**src/rtl/gci_mon_rx_pkg.sv**
```systemverilog
package gci_mon_rx_pkg;

  typedef enum logic [2:0] {
    ST_IDLE,
    ST_FIRST,
    ST_ACKED,
    ST_GAP,
    ST_ABORT,
    ST_IGNORE
  } rxState_t;

  typedef struct packed {
    logic loadCand;
    logic acceptByte;
    logic clrMsg;
  } rxStrobes_t;

endpackage

```
**src/rtl/gci_mon_rx_ctrl.sv**
```systemverilog
module gci_mon_rx_ctrl
  import gci_mon_rx_pkg::*;
#(
  parameter int QUIET_FRAMES = 2
) (
  input  logic       clk,
  input  logic       rstN,
  input  logic       frameStb,
  input  logic       mxIn,
  input  logic       candMatch,
  input  logic       addrMatch,
  input  logic       atAddrByte,
  output rxStrobes_t strobes,
  output logic       mrOut
);

  localparam int CNT_W = $clog2(QUIET_FRAMES + 1);
  localparam logic [CNT_W-1:0] QUIET_LAST = CNT_W'(QUIET_FRAMES - 1);

  rxState_t   state;
  logic [CNT_W-1:0] quietCnt;
  logic       addrReject;
  logic       quietDone;
  logic       inQuietWait;

  assign addrReject  = atAddrByte && !addrMatch;
  assign quietDone   = mxIn && (quietCnt == QUIET_LAST);
  assign inQuietWait = (state == ST_GAP) || (state == ST_ABORT) || (state == ST_IGNORE);

  always_comb begin
    strobes = '0;
    if (frameStb) begin
      strobes.loadCand   = !mxIn && ((state == ST_IDLE) || (state == ST_GAP));
      strobes.acceptByte = (state == ST_FIRST) && !mxIn && candMatch && !addrReject;
      strobes.clrMsg     = inQuietWait && quietDone;
    end
  end

  always_ff @(posedge clk or negedge rstN) begin
    if (!rstN) begin
      state    <= ST_IDLE;
      mrOut    <= 1'b1;
      quietCnt <= '0;
    end else if (frameStb) begin
      case (state)
        ST_IDLE: begin
          if (!mxIn) state <= ST_FIRST;
        end
        ST_FIRST: begin
          if (!mxIn && candMatch) begin
            if (addrReject) begin
              state    <= ST_IGNORE;
              quietCnt <= '0;
            end else begin
              state <= ST_ACKED;
              mrOut <= 1'b0;
            end
          end else begin
            state    <= ST_ABORT;
            quietCnt <= mxIn ? CNT_W'(1) : '0;
          end
        end
        ST_ACKED: begin
          if (mxIn) begin
            state    <= ST_GAP;
            mrOut    <= 1'b1;
            quietCnt <= CNT_W'(1);
          end else if (!candMatch) begin
            state    <= ST_ABORT;
            mrOut    <= 1'b1;
            quietCnt <= '0;
          end
        end
        ST_GAP: begin
          if (!mxIn)          state <= ST_FIRST;
          else if (quietDone) state <= ST_IDLE;
          else                quietCnt <= quietCnt + 1'b1;
        end
        default: begin
          if (!mxIn)          quietCnt <= '0;
          else if (quietDone) state <= ST_IDLE;
          else                quietCnt <= quietCnt + 1'b1;
        end
      endcase
    end
  end


  abort_mr_high_chk: assert property (@(posedge clk) disable iff (!rstN)
    ((state == ST_ABORT) || (state == ST_IGNORE)) |-> mrOut);


  acked_mr_low_chk: assert property (@(posedge clk) disable iff (!rstN)
    (state == ST_ACKED) |-> !mrOut);


  mr_frame_only_chk: assert property (@(posedge clk) disable iff (!rstN)
    !$stable(mrOut) |-> $past(frameStb));

endmodule

```
**src/rtl/gci_mon_rx_dpath.sv**
```systemverilog
module gci_mon_rx_dpath
  import gci_mon_rx_pkg::*;
#(
  parameter int BYTE_W    = 8,
  parameter int HDR_BYTES = 3
) (
  input  logic              clk,
  input  logic              rstN,
  input  logic [BYTE_W-1:0] monIn,
  input  logic [BYTE_W-1:0] localAddr,
  input  rxStrobes_t        strobes,
  output logic              candMatch,
  output logic              addrMatch,
  output logic              atAddrByte,
  output logic              wrStb,
  output logic [BYTE_W-1:0] wrCmd,
  output logic [BYTE_W-1:0] wrAddr,
  output logic [BYTE_W-1:0] wrData
);

  localparam int SEQ_W = $clog2(HDR_BYTES + 1);
  localparam logic [SEQ_W-1:0] SEQ_CMD  = SEQ_W'(1);
  localparam logic [SEQ_W-1:0] SEQ_REG  = SEQ_W'(2);
  localparam logic [SEQ_W-1:0] SEQ_DATA = SEQ_W'(HDR_BYTES);

  logic [BYTE_W-1:0] candByte;
  logic [BYTE_W-1:0] cmdReg;
  logic [BYTE_W-1:0] regBase;
  logic [BYTE_W-1:0] dataOfs;
  logic [SEQ_W-1:0]  seqIdx;

  assign candMatch  = (monIn == candByte);
  assign addrMatch  = (monIn == localAddr);
  assign atAddrByte = (seqIdx == '0);
  assign wrCmd      = cmdReg;

  always_ff @(posedge clk or negedge rstN) begin
    if (!rstN) begin
      candByte <= '0;
      cmdReg   <= '0;
      regBase  <= '0;
      dataOfs  <= '0;
      seqIdx   <= '0;
      wrStb    <= 1'b0;
      wrAddr   <= '0;
      wrData   <= '0;
    end else begin
      wrStb <= 1'b0;
      if (strobes.loadCand) candByte <= monIn;
      if (strobes.clrMsg) begin
        seqIdx <= '0;
      end else if (strobes.acceptByte) begin
        if (seqIdx != SEQ_DATA) seqIdx <= seqIdx + 1'b1;
        if (seqIdx == SEQ_CMD) cmdReg <= monIn;
        if (seqIdx == SEQ_REG) begin
          regBase <= monIn;
          dataOfs <= '0;
        end
        if (seqIdx == SEQ_DATA) begin
          wrStb   <= 1'b1;
          wrData  <= monIn;
          wrAddr  <= regBase + dataOfs;
          dataOfs <= dataOfs + 1'b1;
        end
      end
    end
  end


  wr_single_pulse_chk: assert property (@(posedge clk) disable iff (!rstN)
    wrStb |=> !wrStb);


  wr_data_from_cand_chk: assert property (@(posedge clk) disable iff (!rstN)
    wrStb |-> (wrData == candByte));

endmodule

```
**src/rtl/gci_mon_rx.sv**
```systemverilog
module gci_mon_rx
  import gci_mon_rx_pkg::*;
#(
  parameter int BYTE_W       = 8,
  parameter int HDR_BYTES    = 3,
  parameter int QUIET_FRAMES = 2
) (
  input  logic              clk,
  input  logic              rstN,
  input  logic              frameStb,
  input  logic              mxIn,
  input  logic [BYTE_W-1:0] monIn,
  input  logic [BYTE_W-1:0] localAddr,
  output logic              mrOut,
  output logic              wrStb,
  output logic [BYTE_W-1:0] wrCmd,
  output logic [BYTE_W-1:0] wrAddr,
  output logic [BYTE_W-1:0] wrData
);

  rxStrobes_t strobes;
  logic       candMatch;
  logic       addrMatch;
  logic       atAddrByte;

  gci_mon_rx_ctrl #(
    .QUIET_FRAMES(QUIET_FRAMES)
  ) uCtrl (
    .clk       (clk),
    .rstN      (rstN),
    .frameStb  (frameStb),
    .mxIn      (mxIn),
    .candMatch (candMatch),
    .addrMatch (addrMatch),
    .atAddrByte(atAddrByte),
    .strobes   (strobes),
    .mrOut     (mrOut)
  );

  gci_mon_rx_dpath #(
    .BYTE_W   (BYTE_W),
    .HDR_BYTES(HDR_BYTES)
  ) uDpath (
    .clk       (clk),
    .rstN      (rstN),
    .monIn     (monIn),
    .localAddr (localAddr),
    .strobes   (strobes),
    .candMatch (candMatch),
    .addrMatch (addrMatch),
    .atAddrByte(atAddrByte),
    .wrStb     (wrStb),
    .wrCmd     (wrCmd),
    .wrAddr    (wrAddr),
    .wrData    (wrData)
  );


  wr_on_active_frame_chk: assert property (@(posedge clk) disable iff (!rstN)
    wrStb |-> ($past(frameStb) && !$past(mxIn)));

endmodule

```
**config.mk**
```make
export PLATFORM = sky130hd
export DESIGN_NAME = gci_mon_rx
export DESIGN_NICKNAME = d
export VERILOG_FILES = /design/src/rtl/gci_mon_rx_pkg.sv /design/src/rtl/gci_mon_rx_ctrl.sv /design/src/rtl/gci_mon_rx_dpath.sv /design/src/rtl/gci_mon_rx.sv
export SDC_FILE = /design/constraint.sdc
export NUM_CORES = 1
export LEC_CHECK = 0
export ABC_AREA = 1
export BUFFER_PORTS_ARGS = -buffer_cell sky130_fd_sc_hd__buf_4
export CORE_MARGIN = 4
export CORE_UTILIZATION = 45
export DETAILED_ROUTE_END_ITERATION = 10
export PLACE_DENSITY = 0.69
export REMOVE_ABC_BUFFERS = 1
export SETUP_SLACK_MARGIN = 0.4
export SKIP_CTS_REPAIR_TIMING = 1
export SYNTH_ARGS = -nofsm -noshare
export SYNTH_HDL_FRONTEND = slang
export SYNTH_SLANG_ARGS = --single-unit
export TNS_END_PERCENT = 5
```
**constraint.sdc**
```tcl
create_clock -name clk -period 3.57 [get_ports clk]
set_clock_uncertainty 0.2 [all_clocks]
set_input_delay 0.714 -clock clk [delete_from_list [all_inputs] [get_ports clk]]
set_output_delay 0.714 -clock clk [all_outputs]
set_load 0.05 [all_outputs]
```
Yosys cells after proc, flatten, opt, wreduce, memory -nomap -nowiden
Index checks and enable logic that the tools add are counted.
{"block": "word_totals", "register_bits": 57, "word_cells": 96, "in_bits": 20, "out_inout_bits": 26}
{"block": "classes", "bitwise": 2, "addsub": 4, "mux": 32, "n_eq_ne": 18, "n_reduce_logical": 29}
{"cell": "3-bit 2-to-1 mux", "count": 9}
{"cell": "2-bit 2-to-1 mux", "count": 10}
{"cell": "8-bit == test", "count": 2}
{"cell": "8-bit 2-to-1 mux", "count": 2}
{"cell": "3-bit one-hot mux with 4 select lines", "count": 1}
{"cell": "3-bit AND reduction", "count": 4}
{"cell": "2-bit != test (second input constant)", "count": 5}
{"cell": "5-bit AND reduction", "count": 2}
{"cell": "8-bit by 1-bit adder with 8-bit output (second input constant)", "count": 1}
{"cell": "8-bit adder", "count": 1}
{"cell": "1-bit logical AND", "count": 8}
{"cell": "1-bit 2-to-1 mux", "count": 8}
{"cell": "2-bit one-hot mux with 4 select lines", "count": 1}
{"cell": "2-bit nonzero test", "count": 4}
{"cell": "3-bit by 2-bit == test with 1-bit output (second input constant)", "count": 2}
{"cell": "3-bit == test (second input constant)", "count": 2}
{"cell": "5-bit nonzero test", "count": 1}
{"cell": "2-bit by 1-bit adder with 2-bit output (second input constant)", "count": 2}
{"cell": "2-bit by 1-bit == test with 1-bit output (second input constant)", "count": 2}
{"cell": "2-bit == test (second input constant)", "count": 2}
{"cell": "4-bit AND reduction", "count": 1}
{"cell": "3-bit by 1-bit == test with 1-bit output (second input constant)", "count": 1}
{"cell": "1-bit zero test", "count": 3}
{"cell": "3-bit zero test", "count": 1}
{"cell": "other kinds (7)", "count": 10}

Longest topological paths before layout
Gate-level depths: netlist of the first run.
{"block": "logic_depth", "ltp_word": 8, "mapped_depth": 12, "depth_no_buf": 12}

Modules after synthesis
A second synthesis of the first run with hierarchy kept.
{"block": "hier_totals", "cells_unflattened": 391, "area_unflattened_um2": 3223.1}
{"mod": "gci_mon_rx_dpath", "instances": 1, "area_per_inst_um2": 2567.5, "cells_per_inst": 292, "seq_area_each_um2": 1276.2}
{"mod": "gci_mon_rx_ctrl", "instances": 1, "area_per_inst_um2": 655.6, "cells_per_inst": 99, "seq_area_each_um2": 151.4}

Least setup slack after synthesis of the first run
Ideal clock, no wire load.
{"block": "synth_path", "path_kind": "input port to flip-flop", "startpoint": "input port monIn[0]", "endpoint": "register uDpath.dataOfs[6]", "setup_ns": 0.117, "required_ns": 3.253, "setup_slack_ns": 1.416, "arrival_time_ns": 1.837, "stages": 11, "n_path_buf": 2, "path_cell_list": "buf_6 > xnor2_2 > nand2_1 > nor2_2 > nand2_2 > nor2_4 > and2_1 > buf_2 > nand3_2 > nand2_1 > nand2_1"}
{"block": "synth_between", "elab_chain_cells": 7, "elab_cells_between_ends": 9, "cone_classes": "eq/ne (2); mux (1); reduce/logical (6)"}
{"element": "start: declaration", "line_no": "gci_mon_rx.sv:12", "rtl": "input logic [BYTE_W-1:0] monIn,"}
{"element": "8-bit == test", "line_no": "gci_mon_rx_dpath.sv:33", "rtl": "assign addrMatch = (monIn == localAddr);"}
{"element": "1-bit zero test", "line_no": "gci_mon_rx_ctrl.sv:26", "rtl": "assign addrReject = atAddrByte && !addrMatch;"}
{"element": "1-bit logical AND", "line_no": "gci_mon_rx_ctrl.sv:26"}
{"element": "1-bit zero test", "line_no": "gci_mon_rx_ctrl.sv:34", "rtl": "strobes.acceptByte = (state == ST_FIRST) && !mxIn && candMatch && !addrReject;"}
{"element": "1-bit logical AND (*)", "line_no": "gci_mon_rx_ctrl.sv:34"}
{"element": "3-bit 2-to-1 mux (*)", "line_no": "gci_mon_rx_ctrl.sv:32", "rtl": "if (frameStb) begin"}
{"element": "3-bit AND reduction (no source line) (*)"}
{"element": "end signal: assignment", "line_no": "gci_mon_rx_dpath.sv:63", "rtl": "dataOfs <= dataOfs + 1'b1;"}
{"element": "end: declaration", "line_no": "gci_mon_rx_dpath.sv:29", "rtl": "logic [BYTE_W-1:0] dataOfs;"}
Every way passes the cells marked *; elsewhere a longest branch is shown, timed or not.
A chain may end at the register's enable or synchronous reset.

Worst setup path after layout of the first run
{"block": "layout_path", "startpoint": "input port monIn[1]", "endpoint": "register uDpath.wrData[5]"}
{"block": "layout_between", "elab_chain_cells": 7, "elab_cells_between_ends": 9, "cone_classes": "eq/ne (2); mux (1); reduce/logical (6)"}
{"element": "8-bit == test", "line_no": "gci_mon_rx_dpath.sv:33"}
{"element": "1-bit zero test", "line_no": "gci_mon_rx_ctrl.sv:26"}
{"element": "1-bit logical AND", "line_no": "gci_mon_rx_ctrl.sv:26"}
{"element": "1-bit zero test", "line_no": "gci_mon_rx_ctrl.sv:34"}
{"element": "1-bit logical AND (*)", "line_no": "gci_mon_rx_ctrl.sv:34"}
{"element": "3-bit 2-to-1 mux (*)", "line_no": "gci_mon_rx_ctrl.sv:32"}
{"element": "3-bit AND reduction (no source line) (*)"}
{"element": "end signal: assignment", "line_no": "gci_mon_rx_dpath.sv:61", "rtl": "wrData <= monIn;"}
{"element": "end: declaration", "line_no": "gci_mon_rx_dpath.sv:18", "rtl": "output logic [BYTE_W-1:0] wrData"}
Marks and branches as above.

==> results.json, run 1 <==
{
  "max_slew_margin": 0.399,
  "dieArea_sq_mm": 0.00900,
  "seqPwrFrac": 0.399,
  "synth-adder-area-share": 0.0538,
  "yosys_warnings": 0,
  "first_pass_iters": 4,
  "postRouteAntennaNets": 0,
  "intPower_uw": 1340,
  "muxShareOfSynthArea": 0.0133,
  "yosys-top-cells-count": "161 x nand2_1, 56 x dfrtp_1, 41 x inv_1, 31 x o21ai_0, 22 x nor2_1",
  "ys_top_cells_by_area": "dfrtp_1 41%, nand2_1 18%, ha_1 4.8%",
  "antenna_cells": 0,
  "ir_worst_vdd_uv": 367,
  "crit_path_start_kind": "input port",
  "hold_path_class": "in2async",
  "p_leak_uw": 0.00222,
  "avgSynthCellArea_sq_um": 7.79,
  "whs_ns": 0.213,
  "grt_pass1_vias": 2603,
  "io_pins": 46,
  "grt.overflow.total": 0,
  "nNetsFinal": 513,
  "dpl_cell_area_sq_mm": 0.00375,
  "fp-row-count": 31,
  "start_util": 0.466,
  "p_per_area_mw_per_mm2": 500,
  "wire_per_inst_um": 12.3,
  "fin_area_sq_mm": 0.00398,
  "pwr-share-clk": 0.345,
  "clk_pin_slew_ns": 0.07,
  "required_ns": 3.64,
  "fin_tns_setup_ns": 0,
  "post-dp-hpwl_um": 5200,
  "synth-async-reset-ratio": 1.00,
  "portBuffers": 45,
  "cpPeakStageDelay_ns": 0.37,
  "slew_violations": 0,
  "critPathSlowestCell": "nor2_8",
  "clock-sinks": 57,
  "synth_top_area_share": 0.413,
  "crit_fanout": 35,
  "ys_seq_area_frac": 0.420,
  "ys_types": 33,
  "max_freq_mhz": 431,
  "core_area_sq_mm": 0.00729,
  "p_sw_frac": 0.328,
  "die_h_um": 94.9,
  "path_common_cell": "nand2_1",
  "area_growth_pct": 17.1,
  "synth_xor_area_frac": 0.0461,
  "crit_chain": "buf_4 > inv_1 > nand2_1 > nand2_1 > nand2_1 > nor2_2 > nand2_2 > nor2_4 > nand3_4 > nor2_8 > nand2_1 > nand2_1",
  "crit_type": "in2reg",
  "vias": 2844,
  "htree_levels": 3,
  "drc": 0,
  "synth_top_family_by_area": "simple AND/OR/NAND/NOR gates",
  "finalCritPeriodShare": 0.650,
  "status": "complete, no violations",
  "synth_edf_count": 0,
  "grt_max_degree": 58,
  "grt_use_total": 0.170,
  "cts_root_buf": "clkbuf_8",
  "cts-buffers-inserted": 9,
  "drt_first_iter_violations": 107,
  "worst_pin_slew_ns": 0.901,
  "grt_pass1_wl_um": 12000,
  "crit_path_end_kind": "flip-flop",
  "place.gp.congestion": 0.864,
  "vias_per_cell": 4.88,
  "cts_tree": "built",
  "synth.most_common_cell": "nand2_1",
  "combPwrFrac": 0.256,
  "synth_compound_gate_area_share": 0.0991,
  "rsz0062_at_grt": "false",
  "syn_area_sq_mm": 0.00340,
  "crit_arrival_ns": 2.39,
  "wl_um": 7170,
  "maxCapViolCount": 0,
  "drive_gt1_frac": 0.171,
  "fin_crit_ns": 2.32,
  "synth_top_flop_cell": "dfrtp_1",
  "clock_latency_ns": 0.33,
  "ys_seq_elements": 57,
  "finalHoldViolCount": 0,
  "synth_top_cell_by_area": "dfrtp_1",
  "postSynthCellCount": 436,
  "chipWidth_um": 94.9,
  "finalSetupViolCount": 0,
  "antenna_found_initial": 0,
  "synth-simple-area-share": 0.287,
  "p_sw_uw": 651,
  "cts_buffer_depth": 2
}
[worst max-delay path, delay by kind of cell]
family	cells	cell delay [ns]
simple gates	10	1.43
buf+inv	2	0.22
[power groups by stage]
stage	Sequential, uW	Clock (uW)	Combinational [uW]
floorplan	793	0	383
CTS	792	706	513
global placement	801	0	499
detailed placement	805	0	508
finish	793	686	509
global route	804	738	582
[sequential cells by signal, summed over array words and instances (netlist names)]
| name | count |
|---|---|
| uDpath.candByte | 8 |
| uDpath.dataOfs | 8 |
| uDpath.regBase | 8 |
| uDpath.seqIdx | 2 |
| uDpath.wrAddr | 8 |
| uDpath.wrStb | 1 |
| uCtrl.state | 3 |
| uCtrl.quietCnt | 2 |
| uDpath.wrData | 8 |
| uCtrl.mrOut | 1 |
| uDpath.wrCmd | 8 |
[routing by layer]
| metal | global-route usage | vias up | part of all wire |
|---|---|---|---|
| li1 | - | 1474 | - |
| met1 | 0.218 | 1311 | 0.46 |
| met2 | 0.278 | 52 | 0.48 |
| met3 | 0.0502 | 7 | 0.046 |
| met4 | 0.0457 | 0 | 0.014 |
| met5 | 0 | - | 0 |
[worst paths after layout]
check / startpoint / endpoint / slack [ns] / cells past startpoint
max: monIn[1] / uDpath.wrData[5]$_DFFE_PN0P_ / 1.25 / 12
min: rstN / uDpath.dataOfs[3]$_DFFE_PN0P_ / 0.21 / 1
max reg2reg: uDpath.seqIdx[0]$_DFFE_PN0P_ / uDpath.dataOfs[7]$_DFFE_PN0P_ / 1.26 / 6
min reg2reg: uCtrl.mrOut$_DFFE_PN1P_ / uCtrl.mrOut$_DFFE_PN1P_ / 0.28 / 2
max in group asynchronous: rstN / uCtrl.quietCnt[0]$_DFFE_PN0P_ / 2.45 / 1
min in group clk: uCtrl.mrOut$_DFFE_PN1P_ / uCtrl.mrOut$_DFFE_PN1P_ / 0.28 / 2
[final cells by class]
cell class | instances | area [sq um]
Tap cell | 99 | 124
Inverter | 43 | 161
Sequential cell | 57 | 1430
Clock buffer | 11 | 151
Multi-Input combinational cell | 323 | 1700
Timing Repair Buffer | 45 | 338
Clock inverter | 5 | 77.6
Fill cell | 710 | 3320
[per-stage QoR]
stage / cells / power (uW) / util / setup slack [ns]
after CTS: 583 / 2010 / 0.545 / 1.25
after detailed placement: 567 / 1310 / 0.514 / 0.885
after global placement: 567 / 1300 / 0.514 / 0.960
final: 583 / 1990 / 0.545 / 1.25
after floorplan: 423 / 1180 / - / 1.41
after global routing: 583 / 2120 / 0.545 / 1.10
[layout by cell type, fill, tap and decap left out, drive strengths merged]
master,count
a21o,1
a21oi,12
and2,1
buf,45
bufinv,2
clkbuf,11
clkinv,3
clkinvlp,1
dfrtp,56
dfstp,1
fa,1
ha,13
inv,42
mux2,4
nand2,165
nand3,16
nand4,8
nor2,29
nor3,5
o21ai,50
o21bai,1
xnor2,11
xor2,6
[cell families after synthesis]
kind of cell | count (synthesis)
AO/OA/AOI/OAI | 64
multiplexers | 4
buffers and inverters | 56
AND/OR/NAND/NOR | 224
adder cells (fa/ha/maj) | 14
XOR/XNOR | 17
flip-flops | 57
Note: power is estimated with default switching activity, not from simulation.
==> run 2, diff against run 1 <==
PLACE_DENSITY = 0.71   (was 0.69)
clock period = 1.86 ns   (was 3.57 ns; I/O delays follow)
==> results.json, run 2 (synthesized netlist as in run 1, its figures left out) <==
{
  "status": "complete, but fails checks",
  "violations": "negative setup slack",
  "hold-path-cell-count": 2,
  "ir_worst_vdd_uv": 419,
  "reg2reg_depth": 10,
  "vias_per_cell": 5.00,
  "hp-start": "monIn[0]",
  "finalSetupViolCount": 32,
  "worst_pin_slew_ns": 0.351,
  "r2r-end": "uDpath.wrData[1]$_DFFE_PN0P_",
  "fin_ws_ns": -0.138,
  "die_h_um": 94.9,
  "vias": 3135,
  "hold_path_class": "in2reg",
  "cts_tree": "built",
  "nNetsFinal": 558,
  "maxCapViolCount": 0,
  "grt_max_degree": 58,
  "postRouteAntennaNets": 0,
  "dieArea_sq_mm": 0.00900,
  "cts-buffers-inserted": 9,
  "cts_buffer_depth": 2,
  "final_core_util": 0.626,
  "core_area_sq_mm": 0.00729,
  "max_freq_mhz": 500,
  "clk_pin_slew_ns": 0.07,
  "post-dp-hpwl_um": 5990,
  "grt.overflow.total": 0,
  "min_to": "uDpath.candByte[0]$_DFFE_PN0P_",
  "dp_slack_ns": -0.158,
  "antenna_found_initial": 0,
  "fin_crit_ns": 2.00,
  "htree_levels": 3,
  "cts_root_buf": "clkbuf_8",
  "clock-sinks": 57,
  "first_pass_iters": 5,
  "grt_pass1_vias": 2967,
  "start_util": 0.466,
  "max_slew_margin": 0.766,
  "finalHoldViolCount": 0,
  "crit_fanout": 11,
  "wl_um": 8680,
  "r2r_slack_ns": -0.14,
  "grt_use_total": 0.191,
  "most-common-layout-cells": "156 x nand2_1, 54 x buf_4, 54 x dfrtp_1",
  "io_pins": 46,
  "clock_latency_ns": 0.35,
  "fp-row-count": 31,
  "antenna_cells": 0,
  "area_growth_pct": 34.5,
  "rr_startpoint": "uDpath.candByte[2]$_DFFE_PN0P_",
  "rsz0062_at_grt": "true",
  "crit_type": "reg2reg",
  "crit_path_start_kind": "flip-flop",
  "p_leak_uw": 0.00247,
  "drive_gt1_frac": 0.295,
  "place.gp.congestion": 0.897,
  "p_per_area_mw_per_mm2": 863,
  "finalCritPeriodShare": 1.07,
  "drc": 0,
  "fin_tns_setup_ns": -2.93,
  "finalPower_uw": 3940,
  "grt_pass1_wl_um": 13300,
  "drt_first_iter_violations": 139,
  "slew_violations": 0,
  "wire_per_inst_um": 13.8,
  "portBuffers": 45,
  "required_ns": 1.95,
  "crit_path_end_kind": "flip-flop",
  "chipWidth_um": 94.9,
  "crit_arrival_ns": 2.08,
  "final_common_cell": "nand2_1"
}
run 2: cell count changes in the layout (fill, tap and decap cells not counted), sizes merged:
cell         change
buf             +42
bufinv           -1
clkbuf           -1
clkinv           +1
clkinvlp         +1
dlygate4sd3      +1
nor2             +1
run 2: layer usage:
| layer | routed length (um) | vias to the layer above | track usage |
|---|---|---|---|
| li1 | - | 1564 | - |
| met1 | 3630 | 1472 | 0.234 |
| met2 | 4470 | 83 | 0.317 |
| met3 | 415 | 16 | 0.0462 |
| met4 | 172 | 0 | 0.0877 |
| met5 | 0 | - | 0 |
run 2: power by group:
group          switching (uW)  total, uW  internal, uW
logic                     723       1260           537
registers                 162       1550          1390
clock network             529       1130           603
total                    1410       3940          2530
run 2: layout make-up:
class | instances | area, sq um
multi-input combinational | 324 | 1840
clock inverter | 6 | 60.1
inverter | 43 | 161
sequential | 57 | 1430
fill | 657 | 2720
clock buffer | 9 | 124
tap | 99 | 124
timing repair buffer | 89 | 833
run 2: how the worst max path moves through the flow:
| stage | from | to | cells after the start | slack, ns |
|---|---|---|---|---|
| 4_1_cts | uDpath.dataOfs[0]$_DFFE_PN0P_ | uDpath.wrAddr[6]$_DFFE_PN0P_ | 11 | -0.13 |
| 6_report | uDpath.candByte[2]$_DFFE_PN0P_ | uDpath.wrData[1]$_DFFE_PN0P_ | 10 | -0.14 |
| 5_1_grt | uDpath.candByte[2]$_DFFE_PN0P_ | uDpath.wrCmd[3]$_DFFE_PN0P_ | 10 | -0.22 |
| 3_5_place_dp | monIn[1] | uDpath.wrAddr[5]$_DFFE_PN0P_ | 13 | -0.16 |
| 3_3_place_gp | monIn[0] | uDpath.wrData[6]$_DFFE_PN0P_ | 11 | -0.13 |
| 2_1_floorplan | uDpath.dataOfs[0]$_DFFE_PN0P_ | uDpath.wrAddr[6]$_DFFE_PN0P_ | 11 | -0.04 |
run 2: stage by stage:
stage | instances | hold slack [ns] | instance area [sq um]
2_1_floorplan | 423 | -0.124 | 3280
3_3_place_gp | 606 | 0.182 | 4060
3_5_place_dp | 606 | 0.185 | 4060
4_1_cts | 621 | -0.184 | 4250
5_1_grt | 627 | 0.124 | 4570
6_report | 627 | 0.125 | 4570
run 2: critical path, cell delays in order, from the launching register on:
cell and delay, ns:
dfrtp_1 0.39, xnor2_1 0.18, nand2_1 0.10, nor2_2 0.15
nand2_2 0.11, nor2_4 0.12, nand3_4 0.12, buf_12 0.18
nor2_4 0.22, nand2_1 0.08, nand2_1 0.07
==> run 3, diff against run 2 <==
PLACE_DENSITY = 0.72   (was 0.71)
SYNTH_HIERARCHICAL = 1   (was not set)
==> results.json, run 3 <==
{
  "status": "complete, but fails checks",
  "violations": "negative setup slack",
  "finalHoldViolCount": 0,
  "clk_pin_slew_ns": 0.07,
  "synth_edf_count": 0,
  "cts_buffer_depth": 2,
  "wire_per_inst_um": 13.8,
  "stdcell_count": 580,
  "r2r-end": "uDpath/dataOfs[3]$_DFFE_PN0P_",
  "fp-row-count": 30,
  "crit_fanout": 7,
  "clock_latency_ns": 0.33,
  "ys_seq_area_frac": 0.443,
  "area_growth_pct": 33.9,
  "r2r_slack_ns": -0.34,
  "crit_path_end_kind": "flip-flop",
  "wl_um": 8000,
  "p_per_area_mw_per_mm2": 945,
  "chipWidth_um": 92.6,
  "intPower_uw": 2740,
  "crit_path_start_kind": "flip-flop",
  "worst_pin_slew_ns": 0.328,
  "cpPeakStageDelay_ns": 0.40,
  "grt_use_total": 0.186,
  "max_freq_mhz": 455,
  "pwr-share-clk": 0.327,
  "dp_slack_ns": -0.509,
  "p_sw_frac": 0.328,
  "rr_startpoint": "uDpath/candByte[2]$_DFFE_PN0P_",
  "fin_tns_setup_ns": -10.63,
  "drt_first_iter_violations": 139,
  "place.gp.congestion": 0.865,
  "synth_top_area_share": 0.435,
  "drc": 0,
  "required_ns": 1.88,
  "fin_crit_ns": 2.20,
  "p_sw_uw": 1340,
  "synth_top_flop_cell": "dfrtp_1",
  "htree_levels": 3,
  "hold_path_class": "in2reg",
  "drive_gt1_frac": 0.304,
  "start_util": 0.469,
  "post-dp-hpwl_um": 5640,
  "ys_seq_elements": 57,
  "clock-sinks": 57,
  "yosys_warnings": 6,
  "synth.most_common_cell": "nand2_1",
  "ir_worst_vdd_uv": 539,
  "crit_path_end": "uDpath/dataOfs[3]$_DFFE_PN0P_",
  "core_area_sq_mm": 0.00687,
  "antenna_found_initial": 0,
  "multi_input_area_sq_mm": 0.00167,
  "crit_arrival_ns": 2.21,
  "vias_per_cell": 4.99,
  "crit_start": "uDpath/candByte[2]$_DFFE_PN0P_",
  "ys_top_cells_by_area": "dfrtp_1 43%, nand2_1 12%, o21ai_0 5.3%",
  "avgSynthCellArea_sq_um": 8.24,
  "syn_area_sq_mm": 0.00322,
  "crit_chain": "xnor2_1 > nand4_1 > nor2_2 > nand2_2 > nor2_4 > nand2_4 > nor2_4 > buf_6 > nand3_4 > nand2_8 > nand2_4 > xor2_1 > nor2_1",
  "nNetsFinal": 513,
  "rsz0062_at_grt": "true",
  "postSynthCellCount": 391,
  "grt_pass1_vias": 2803,
  "fin_ws_ns": -0.339,
  "antenna_cells": 0,
  "grt_pass1_wl_um": 12600,
  "crit_type": "reg2reg",
  "cts-buffers-inserted": 9,
  "p_leak_uw": 0.00219,
  "dp.cells": 557,
  "synth_top_cell_by_area": "dfrtp_1",
  "fillerInstances": 601,
  "seq_area_sq_mm": 0.00143,
  "cts_tree": "built",
  "die_h_um": 92.6,
  "grt_max_degree": 41,
  "synth-async-reset-ratio": 1.00,
  "combPwrFrac": 0.299,
  "slew_violations": 0,
  "max_slew_margin": 0.781,
  "vias": 2895,
  "final_core_util": 0.628,
  "maxCapViolCount": 0,
  "postRouteAntennaNets": 0,
  "seqPwrFrac": 0.374,
  "final_common_cell": "nand2_1",
  "portBuffers": 45,
  "finalSetupViolCount": 49,
  "cts_root_buf": "clkbuf_8",
  "first_pass_iters": 5,
  "reg2reg_depth": 13,
  "critPathSlowestCell": "dfrtp_1",
  "ys_types": 38,
  "dieArea_sq_mm": 0.00858,
  "grt.overflow.total": 0,
  "io_pins": 46,
  "most-common-layout-cells": "99 x nand2_1, 75 x buf_4, 56 x dfrtp_1",
  "finalCritPeriodShare": 1.18,
  "yosys-top-cells-count": "103 x nand2_1, 56 x dfrtp_1, 37 x inv_1, 34 x o21ai_0, 23 x nor2_1"
}
run 3: changes by cell type in the layout (fill, tap and decap cells not counted), sizes merged, moves of 8 or more:
cell	previous run	this run
nand3	16	28
xnor2	11	19
o21ai	50	40
a21oi	12	20
nand2	165	108
run 3: through the flow:
stage	cell area [sq um]	hold slack [ns]	power (uW)
global route	4320	0.0702	4320
finish	4320	0.0852	4080
detailed placement	3900	0.0689	2730
global placement	3900	0.0663	2700
CTS	4120	-0.295	4070
floorplan	3180	-0.124	2280
run 3: power groups by stage:
stage / clock network, uW / logic [uW] / registers (uW)
2_1_floorplan: 0 / 699 / 1580
6_report: 1330 / 1220 / 1530
4_1_cts: 1350 / 1190 / 1530
3_5_place_dp: 0 / 1180 / 1550
3_3_place_gp: 0 / 1160 / 1540
5_1_grt: 1420 / 1360 / 1540
run 3: worst max-delay path: cells and delay by family (launching register included):
kind	cells	cell delay, ns
xor+xnor	2	0.32
buf+inv	1	0.13
flops	1	0.40
simple gates	10	1.03
run 3: layout make-up:
class,instances,area share
timing repair inverter,1,0.00203
inverter,46,0.0435
sequential,57,0.331
multi-input combinational,281,0.387
tap,96,0.0278
clock buffer,10,0.0319
timing repair buffer,83,0.156
clock inverter,6,0.0209
run 3: metal layers:
metal  up-vias  wire, um  global-route usage
met3        15       413              0.0439
met1      1355      3360               0.233
met5         -         0                   0
met4         0       149              0.0794
met2        76      4080               0.308
li1       1449         -                   -
run 3: cells by family (layout without fill, tap and decap cells):
kind of cell    after synthesis  after routing  synth area share
flops                        57             57             0.443
buf+inv                      54            146            0.0683
simple gates                182            183             0.269
compound gates               64             64             0.109
xor+xnor                     20             20            0.0543
fa+ha+maj                    14             14            0.0567
run 3: how the worst min path moves through the flow:
stage / start / endpoint / cells past startpoint
global placement: rstN / uDpath/wrStb$_DFF_PN0_ / 1
global route: frameStb / uCtrl/mrOut$_DFFE_PN1P_ / 3
floorplan: rstN / uCtrl/quietCnt[0]$_DFFE_PN0P_ / 0
detailed placement: rstN / uDpath/wrAddr[3]$_DFFE_PN0P_ / 1
finish: frameStb / uCtrl/mrOut$_DFFE_PN1P_ / 3
CTS: rstN / uDpath/wrAddr[6]$_DFFE_PN0P_ / 1
